## config.mk

```make
export PLATFORM = sky130hd
export DESIGN_NAME = mii_mgmt_ctrl
export DESIGN_NICKNAME = d
export VERILOG_FILES = /design/src/rtl/mii_mgmt_pkg.sv /design/src/rtl/mii_mdc_gen.sv /design/src/rtl/mii_frame_shift.sv /design/src/rtl/mii_mgmt_ctrl.sv
export SDC_FILE = /design/constraint.sdc
export NUM_CORES = 1
export LEC_CHECK = 0
export ABC_AREA = 1
export BUFFER_PORTS_ARGS = -buffer_cell sky130_fd_sc_hd__buf_2
export CAP_MARGIN = 20
export CORE_MARGIN = 5
export CORE_UTILIZATION = 46
export CTS_CLUSTER_DIAMETER = 40
export DETAILED_ROUTE_END_ITERATION = 7
export HOLD_SLACK_MARGIN = 0.02
export PLACE_DENSITY = 0.66
export SLEW_MARGIN = 20
export SYNTH_ARGS = -nofsm -noshare
export SYNTH_HDL_FRONTEND = slang
export SYNTH_SLANG_ARGS = --single-unit
```

## constraint.sdc

```tcl
create_clock -name clk -period 6 [get_ports clk]
set_clock_uncertainty 0.2 [all_clocks]
set_input_delay 0 -clock clk [delete_from_list [all_inputs] [get_ports clk]]
set_output_delay 0 -clock clk [all_outputs]
set_load 0.005 [all_outputs]
```

## src/rtl/mii_mgmt_pkg.sv

```systemverilog
package mii_mgmt_pkg;
  localparam int WORD_W    = 32;
  localparam int PRE_LEN   = 32;
  localparam int RD_W      = 16;
  localparam int EVT_BIT   = 23;
  localparam int TA_BIT    = 17;
  localparam int OP_HI     = 29;
  localparam int OP_LO     = 28;
  localparam logic [1:0] OP_READ = 2'b10;

  typedef enum logic [1:0] {
    SEL_DATA  = 2'd0,
    SEL_EVENT = 2'd1,
    SEL_SPEED = 2'd2,
    SEL_NONE  = 2'd3
  } reg_sel_e;
endpackage

```

## src/rtl/mii_mdc_gen.sv

```systemverilog
module mii_mdc_gen #(
  parameter int DIV_W = 6
) (
  input  logic             clk,
  input  logic             rst_n,
  input  logic             run_i,
  input  logic [DIV_W-1:0] div_i,
  output logic             mdc_o,
  output logic             rise_o,
  output logic             fall_o
);
  logic [DIV_W-1:0] cnt_q;
  logic             at_lim;

  assign at_lim = run_i && (div_i != '0) && (cnt_q >= div_i - DIV_W'(1));
  assign rise_o = at_lim && !mdc_o;
  assign fall_o = at_lim && mdc_o;

  always_ff @(posedge clk or negedge rst_n) begin
    if (!rst_n) begin
      cnt_q <= '0;
      mdc_o <= 1'b0;
    end else if (!run_i || div_i == '0) begin
      cnt_q <= '0;
      mdc_o <= 1'b0;
    end else if (at_lim) begin
      cnt_q <= '0;
      mdc_o <= ~mdc_o;
    end else begin
      cnt_q <= cnt_q + DIV_W'(1);
    end
  end

  // idle clock is parked low
  p_idle_low_r3: assert property (@(posedge clk) disable iff (!rst_n)
    !run_i |=> !mdc_o);
  // zero speed field keeps the clock low
  p_zero_div_r4: assert property (@(posedge clk) disable iff (!rst_n)
    (div_i == '0) |=> !mdc_o);
endmodule

```

## src/rtl/mii_frame_shift.sv

```systemverilog
module mii_frame_shift
  import mii_mgmt_pkg::*;
#(
  parameter int PRE_N  = PRE_LEN,
  parameter int FRM_W  = WORD_W,
  parameter int RET_W  = RD_W
) (
  input  logic             clk,
  input  logic             rst_n,
  input  logic             start_i,
  input  logic [FRM_W-1:0] word_i,
  input  logic             rise_i,
  input  logic             fall_i,
  input  logic             mdio_i,
  output logic             busy_o,
  output logic             done_o,
  output logic [RET_W-1:0] rdata_o,
  output logic             mdio_o,
  output logic             mdio_oe_o
);
  localparam int TOTAL   = PRE_N + FRM_W;
  localparam int CNT_W   = $clog2(TOTAL);
  localparam int REL_IDX = PRE_N + FRM_W - 1 - TA_BIT;
  localparam int SMP_IDX = REL_IDX + 2;
  localparam logic [CNT_W-1:0] PRE_END = CNT_W'(PRE_N);
  localparam logic [CNT_W-1:0] REL_AT  = CNT_W'(REL_IDX);
  localparam logic [CNT_W-1:0] SMP_AT  = CNT_W'(SMP_IDX);
  localparam logic [CNT_W-1:0] LAST    = CNT_W'(TOTAL - 1);

  logic [CNT_W-1:0] cnt_q;
  logic [FRM_W-1:0] frame_q;
  logic [RET_W-1:0] cap_q;
  logic             rd_q;
  logic             bit_now;
  logic             released;

  assign bit_now   = (cnt_q < PRE_END) ? 1'b1 : frame_q[FRM_W-1];
  assign released  = rd_q && (cnt_q >= REL_AT);
  assign mdio_o    = busy_o ? bit_now : 1'b1;
  assign mdio_oe_o = busy_o && !released;
  assign rdata_o   = cap_q;

  always_ff @(posedge clk or negedge rst_n) begin
    if (!rst_n) begin
      busy_o  <= 1'b0;
      done_o  <= 1'b0;
      cnt_q   <= '0;
      frame_q <= '0;
      cap_q   <= '0;
      rd_q    <= 1'b0;
    end else begin
      done_o <= 1'b0;
      if (!busy_o) begin
        if (start_i) begin
          busy_o  <= 1'b1;
          cnt_q   <= '0;
          frame_q <= word_i;
          rd_q    <= (word_i[OP_HI:OP_LO] == OP_READ);
        end
      end else begin
        if (rise_i && rd_q && cnt_q >= SMP_AT)
          cap_q <= {cap_q[RET_W-2:0], mdio_i};
        if (fall_i) begin
          if (cnt_q == LAST) begin
            busy_o <= 1'b0;
            done_o <= 1'b1;
          end else begin
            cnt_q <= cnt_q + CNT_W'(1);
            if (cnt_q >= PRE_END)
              frame_q <= {frame_q[FRM_W-2:0], 1'b0};
          end
        end
      end
    end
  end

  // only a read frame ever releases the line
  p_release_read_r5: assert property (@(posedge clk) disable iff (!rst_n)
    (busy_o && !mdio_oe_o) |-> rd_q);
  // data is held between falling edges
  p_hold_r10: assert property (@(posedge clk) disable iff (!rst_n)
    (busy_o && !fall_i) |=> $stable(mdio_o));
endmodule

```

## src/rtl/mii_mgmt_ctrl.sv

```systemverilog
module mii_mgmt_ctrl
  import mii_mgmt_pkg::*;
#(
  parameter int DIV_W = 6
) (
  input  logic        clk,
  input  logic        rst_n,
  input  logic        reg_wr_en,
  input  logic [1:0]  reg_sel,
  input  logic [31:0] reg_wdata,
  output logic [31:0] reg_rdata,
  output logic        mdc,
  output logic        mdio_out,
  output logic        mdio_oe,
  input  logic        mdio_in
);
  logic [WORD_W-1:0] data_q;
  logic              evt_q;
  logic [DIV_W-1:0]  spd_q;
  logic              busy, done, rise, fall, accept;
  logic [RD_W-1:0]   rdata;
  logic              wr_evt_clr;

  assign accept     = reg_wr_en && (reg_sel == SEL_DATA) && !busy && !done;
  assign wr_evt_clr = reg_wr_en && (reg_sel == SEL_EVENT) && reg_wdata[EVT_BIT];

  always_ff @(posedge clk or negedge rst_n) begin
    if (!rst_n) begin
      data_q <= '0;
      evt_q  <= 1'b0;
      spd_q  <= '0;
    end else begin
      if (accept)
        data_q <= reg_wdata;
      else if (done && data_q[OP_HI:OP_LO] == OP_READ)
        data_q[RD_W-1:0] <= rdata;
      if (done)
        evt_q <= 1'b1;
      else if (wr_evt_clr)
        evt_q <= 1'b0;
      if (reg_wr_en && reg_sel == SEL_SPEED)
        spd_q <= reg_wdata[DIV_W:1];
    end
  end

  always_comb begin
    reg_rdata = '0;
    case (reg_sel)
      SEL_DATA:  reg_rdata = data_q;
      SEL_EVENT: reg_rdata[EVT_BIT] = evt_q;
      SEL_SPEED: reg_rdata[DIV_W:1] = spd_q;
      default:   reg_rdata = '0;
    endcase
  end

  mii_mdc_gen #(.DIV_W(DIV_W)) u_clk (
    .clk    (clk),
    .rst_n  (rst_n),
    .run_i  (busy),
    .div_i  (spd_q),
    .mdc_o  (mdc),
    .rise_o (rise),
    .fall_o (fall)
  );

  mii_frame_shift #(.PRE_N(PRE_LEN), .FRM_W(WORD_W), .RET_W(RD_W)) u_shift (
    .clk       (clk),
    .rst_n     (rst_n),
    .start_i   (accept),
    .word_i    (reg_wdata),
    .rise_i    (rise),
    .fall_i    (fall),
    .mdio_i    (mdio_in),
    .busy_o    (busy),
    .done_o    (done),
    .rdata_o   (rdata),
    .mdio_o    (mdio_out),
    .mdio_oe_o (mdio_oe)
  );

  // completion raises the event bit
  p_done_sets_evt_r7: assert property (@(posedge clk) disable iff (!rst_n)
    done |=> evt_q);
  // write-one clears when no completion collides
  p_evt_clear_r8: assert property (@(posedge clk) disable iff (!rst_n)
    (wr_evt_clr && !done) |=> !evt_q);
  // data writes during a frame leave the register alone
  p_busy_write_ignored_r9: assert property (@(posedge clk) disable iff (!rst_n)
    (busy && reg_wr_en && reg_sel == SEL_DATA) |=> $stable(data_q));
endmodule

```

==> results of run 1 <==
[cell type report]
| class | count | share of cell area, % |
|---|---|---|
| clock buffers | 11 | 3.78 |
| clock inverters | 5 | 0.507 |
| inverters | 88 | 5.15 |
| multi-input cells | 446 | 33.5 |
| flip-flops and latches | 103 | 40.2 |
| well taps | 143 | 2.79 |
| repair buffers | 122 | 14.1 |
[kinds of logic after synthesis]
kind of cell	share of synthesized area, %
mux	0.190
xor+xnor	1.00
compound gates	8.48
simple gates	28.6
fa+ha+maj	2.62
flops	49.0
buf+inv	10.1
[Yosys cell counts, drive strengths merged]
cell	instances	area, µm²
a21oi	3	15.0
a31oi	1	6.26
buf	19	143
clkbuf	15	56.3
dfrtp	103	2580
ha	11	138
inv	88	330
mux2i	1	10.0
nand2	229	877
nand3	63	333
nand4	7	50.1
nor2	48	195
nor3	3	26.3
nor3b	2	15.0
o21a	1	8.76
o21ai	50	250
o221ai	16	140
o22ai	4	25.0
or2	1	6.26
xnor2	2	17.5
xor2	4	35.0
[per-layer routing]
metal | track usage [%] | vias up
met5 | 0 | -
met4 | 7.72 | 0
met3 | 5.86 | 27
met2 | 34.1 | 130
met1 | 26.9 | 2258
li1 | - | 2311
[repair_timing]
| action | CTS | global route |
|---|---|---|
| setup buffers | 0 | 0 |
| endpoints found under the hold margin | 114 | 0 |
| hold buffers | 46 | 0 |
[how the worst max path moves through the flow]
stage                              from                               to  slack (ns)
6_report           spd_q[2]$_DFFE_PN0P_  u_shift.frame_q[11]$_DFFE_PN0P_        2.67
5_1_grt            spd_q[0]$_DFFE_PN0P_  u_shift.frame_q[11]$_DFFE_PN0P_        2.39
4_1_cts        u_shift.busy_o$_DFF_PN0_  u_shift.frame_q[11]$_DFFE_PN0P_        2.55
3_5_place_dp   u_shift.busy_o$_DFF_PN0_  u_shift.frame_q[25]$_DFFE_PN0P_        2.58
3_3_place_gp   u_shift.busy_o$_DFF_PN0_  u_shift.frame_q[25]$_DFFE_PN0P_        2.62
2_1_floorplan      spd_q[2]$_DFFE_PN0P_  u_shift.frame_q[16]$_DFFE_PN0P_        3.55
[cells in the final DEF (no fill, tap or decap), types with 2 or more instances in the layout]
master and instances:
nand2_1 224, inv_2 3, buf_4 3, buf_2 71, xor2_1 4, o22ai_1 4
clkinv_2 3, nor3_1 2, nand3_1 61, nor3b_1 2, nand4_1 6, xnor2_1 2
o221ai_1 16, nor2_4 2, clkbuf_16 9, dfrtp_1 103, inv_1 84, buf_16 2
dlygate4sd3_1 45, nor2_1 46, ha_1 11, a21oi_1 3, o21ai_0 50, nand2_2 4
[power by group]
part           internal [µW]  total, µW  switching (µW)  leakage [µW]
sequential               880        992             113       0.00134
combinational            242        593             351       0.00197
clock                    293        557             264      0.000140
total                   1410       2140             728       0.00345
[state kept, by name, indices dropped and copies added, names as in the netlist]
register         flops
spd_q                6
u_shift.busy_o       1
u_clk.mdc_o          1
u_shift.frame_q     32
u_shift.rdata_o     16
evt_q                1
u_shift.cnt_q        6
u_shift.rd_q         1
u_clk.cnt_q          6
u_shift.done_o       1
data_q              32
[critical path: cells and delay by family, from the launching register on]
family | cells | cell delay (ns)
xor gates and xnor gates | 1 | 0.18
DFF | 1 | 0.43
adders and majority gates | 1 | 0.28
and+or+nand+nor | 12 | 2.02
buffers and inverters | 1 | 0.06
[per-stage QoR]
stage | utilization [%] | cell area (µm²) | power, µW | setup WS [ns] | hold WS [ns]
2_1_floorplan | - | 5260 | 1400 | 3.55 | -0.496
3_3_place_gp | 49.6 | 5610 | 1530 | 2.62 | -0.177
3_5_place_dp | 49.6 | 5610 | 1560 | 2.58 | -0.180
4_1_cts | 56.2 | 6360 | 2160 | 2.55 | 0.165
5_1_grt | 56.7 | 6410 | 2320 | 2.39 | 0.0904
6_report | 56.7 | 6410 | 2140 | 2.67 | 0.0860
==> run metrics, run 1 <==
# IOs=73; Max Freq=301 MHz; Synth cell types=32; FF-to-FF Start=spd_q[2]$_DFFE_PN0P_; critical path, cell by cell=nor2_1 -> nand2_1 -> nor3_1 -> xor2_1 -> inv_1 -> ha_1 -> nand2_1 -> nor2_1 -> nand2_1 -> nand2_1 -> nand3_2 -> nand2_2 -> nand2_4 -> nand2_1 -> nand2_1; vias per cell=5.15; CP Capture Type=register; Critical Path AT=3.37 ns; die area=0.0137 mm²; Root Driver=clkbuf_16; CP peak stage delay=0.60 ns; final hold violations=0; Max Cap Viol=0; first-pass GRT wire length=22.6 mm; Starting Density=46.4%; GR Overflow Total=0; IO buf count=72; status=complete, no violations; area of the mapped netlist=0.00526 mm²; synth-to-layout area growth=22.0%; multi-input logic area=0.00215 mm²; clock sink total=103; Cell Count, Final, Fillers Out=918; P_leak=0.00345 µW; top layer in use=met4; sequential fraction of the synthesis area=49.0%; Synth Register Bits=103; crit-path max FO=39; share of layout cells above drive strength 1=13.9%; post-cts sizing count=0; post-DP HPWL=8.54 mm; Initial DRC Count=318; die width=117 µm; reg2reg path depth=15; Final min period=3.33 ns; Hold Crit Endpoint=data_q[6]$_DFFE_PN0P_; RSZ-0062 raised after global routing=no; Register Area=0.00258 mm²; # H-tree levels=3; Reg-to-Reg End=u_shift.frame_q[11]$_DFFE_PN0P_; antenna violations before repair=0; Post-Synthesis Cells=671; Fin Setup TNS=0 ns; GRT Util Overall=21.0%; FP Rows=39; worst skew pair latency=0.35 ns; number of global-route vias before repair=4739; Crit path top cell by count=nand2_1; CTS Buf Count=9; RePlAce Congestion=0.806; Worst setup SP type=register; DP Cell Count=854; WL per Instance=14.6 µm; hold path start=reg_wr_en; WP data required=6.04 ns; clk buf depth=2; Die Y=117 µm; WL met2=6.54 mm; CP max stage cell=nand2_2; Antenna diodes=0; fillers=1052; metal3 WL=681 µm; DRT Wirelength=13.4 mm; Final Max Slew Viols=0; Post-Syn Nets=720; Syn. warnings=0; HP Class=input pin to register; Nets=819; Worst-Margin Slew=0.787 ns; PD cells=334 mW/mm²; TritonCTS clock tree=done; Metal-1 WL=5.80 mm; Residual DRC=0; DR vias=4726; critical setup path kind=register to register; largest net degree at the start of global routing=63; reg2reg setup slack=2.67 ns; Final Setup Violations=0; Routed Antenna Nets=0; worst vdd ir=269 µV; Reg clk slew, reported paths=0.07 ns; period utilization=55.4%; Mean Syn Cell Area=7.83 µm²; total core area=0.0113 mm²; DRT Pass-1 Iters=5; headroom to the max-slew limit=47.5%; Hold Path Depth=3
(Power assumes the default switching activity.)
==> inputs of run 2 (changes only) <==
- PLACE_DENSITY: 0.66 -> 0.69
- clock period: 6 -> 2.75 ns (I/O delays scaled with it)
==> run 2 against run 1 <==
Net effect: maximum frequency up 28%; global-route usage down 1.2 points; routed wire length down 3.7%; total power up 120%; non-clock buffer count up 6; register-to-register slack worse by 2.5 ns; sequential power up 120%.
==> run metrics, run 2 (synthesis gave the netlist of run 1 again) <==
reg2reg setup slack=0.15 ns; TritonCTS clock tree=done; Residual DRC=0; GRT Util Overall=19.8%; CP delay by family, top=buffers and inverters; DRT Pass-1 Iters=6; total core area=0.0113 mm²; multi-input logic area=0.00218 mm²; headroom to the max-slew limit=31.5%; reg2reg path depth=6; CP Capture Type=register; clk buf depth=2; Final Setup Violations=0; clock sink total=103; worst skew pair latency=0.34 ns; P_leak=0.00346 µW; post-DP HPWL=8.72 mm; FP Rows=39; critical setup path kind=register to register; HP Class=input pin to asynchronous set/reset pin; commonest cells after routing, fill and taps aside=nand2_1 (223), dfrtp_1 (103), inv_1 (84); PD cells=723 mW/mm²; Cell Count, Final, Fillers Out=922; commonest non-fill, non-tap cell in the layout=nand2_1; antenna violations before repair=0; crit-path max FO=17; critical path, cell by cell=inv_2 -> nand4_2 -> inv_1 -> nand2_1 -> o22ai_1 -> dlygate4sd3_1; Critical Path AT=2.68 ns; WL met2=6.40 mm; share of layout cells above drive strength 1=15.0%; Nets=825; Root Driver=clkbuf_16; RSZ-0062 raised after global routing=yes; Final Max Slew Viols=0; Max Freq=385 MHz; final hold violations=0; first-pass GRT wire length=21.4 mm; Max Cap Viol=0; CP max stage cell=dlygate4sd3_1; IO buf count=72; Reg clk slew, reported paths=0.07 ns; Final min period=2.60 ns; # IOs=73; WP data required=2.83 ns; Reg-to-Reg End=u_shift.rd_q$_DFFE_PN0P_; FF-to-FF Start=u_shift.busy_o$_DFF_PN0_; die width=117 µm; worst vdd ir=353 µV; period utilization=94.5%; Die Y=117 µm; Worst setup SP type=register; synth-to-layout area growth=22.5%; WL per Instance=14.0 µm; Routed Antenna Nets=0; Initial DRC Count=294; DR vias=4697; largest net degree at the start of global routing=59; Metal-1 WL=5.55 mm; top layer in use=met4; final core occ=56.9%; placed cell areas=0.00568 mm²; RePlAce Congestion=0.841; GR Overflow Total=0; Antenna diodes=0; Final Cell Area=0.00644 mm²; Starting Density=46.4%; status=complete, no violations; Worst-Margin Slew=1.03 ns; CTS Buf Count=9; Buffers & Inverters on Critical Path=3; DRT Wirelength=12.9 mm; number of global-route vias before repair=4536; CP peak stage delay=0.56 ns; metal3 WL=657 µm; vias per cell=5.09; DP Cell Count=863; die area=0.0137 mm²; # H-tree levels=3; Register Area=0.00258 mm²; fillers=1045
run 2: cell types whose count changed in the layout (fill, tap and decap cells not counted), sizes merged:
cell / before / now
buf: 77 / 84
clkinv: 5 / 2
clkinvlp: 0 / 1
dlygate4sd3: 45 / 44
run 2: report_power, final:
part / switching, µW / internal [µW]
clock: 540 / 629
sequential: 246 / 1920
combinational: 774 / 546
run 2: layer usage:
metal | vias up | global-route usage [%]
met5 | - | 0
met4 | 0 | 7.03
met3 | 20 | 4.16
met2 | 125 | 32.8
met1 | 2228 | 25.8
li1 | 2324 | -
run 2: worst reg2reg max path: stages, from the launching register on:
cell and delay, ns:
dfrtp_1 0.39, inv_2 0.25, nand4_2 0.40, inv_1 0.45, nand2_1 0.16, o22ai_1 0.13, dlygate4sd3_1 0.56
run 2: area by class of cell:
class                   count  share of cell area [%]
multi-input cells         446                    33.8
flip-flops and latches    103                    40.0
clock inverters             3                   0.330
repair buffers            128                    14.1
well taps                 143                    2.78
inverters                  88                    5.13
clock buffers              11                    3.77
run 2: stage by stage:
stage          hold WS [ns]  setup slack (ns)  power [µW]  setup TNS, ns
2_1_floorplan        -0.496             0.300        3050              0
3_3_place_gp         -0.160            0.0871        3350              0
3_5_place_dp         -0.152            0.0613        3420              0
4_1_cts              0.0215            0.0455        4670              0
5_1_grt              0.0840           -0.0159        5010        -0.0691
6_report           0.000284             0.151        4660              0
run 2: how the worst max path moves through the flow:
stage	startpoint	to	slack, ns	cells past startpoint
global placement	spd_q[0]$_DFFE_PN0P_	u_shift.frame_q[17]$_DFFE_PN0P_	0.09	15
detailed placement	spd_q[0]$_DFFE_PN0P_	u_shift.frame_q[24]$_DFFE_PN0P_	0.06	15
finish	u_shift.busy_o$_DFF_PN0_	u_shift.rd_q$_DFFE_PN0P_	0.15	6
CTS	spd_q[0]$_DFFE_PN0P_	u_shift.frame_q[24]$_DFFE_PN0P_	0.05	15
floorplan	spd_q[2]$_DFFE_PN0P_	u_shift.frame_q[16]$_DFFE_PN0P_	0.30	16
global route	spd_q[2]$_DFFE_PN0P_	u_shift.frame_q[20]$_DFFE_PN0P_	-0.02	15
run 2: timing repair:
| action | 4_1_cts | 5_1_grt |
|---|---|---|
| endpoints found under the setup margin | 0 | 54 |
| hold buffers | 44 | 0 |
| endpoints found under the hold margin | 164 | 0 |
| resized for setup | 0 | 11 |
| buffers inserted | 0 | 1 |
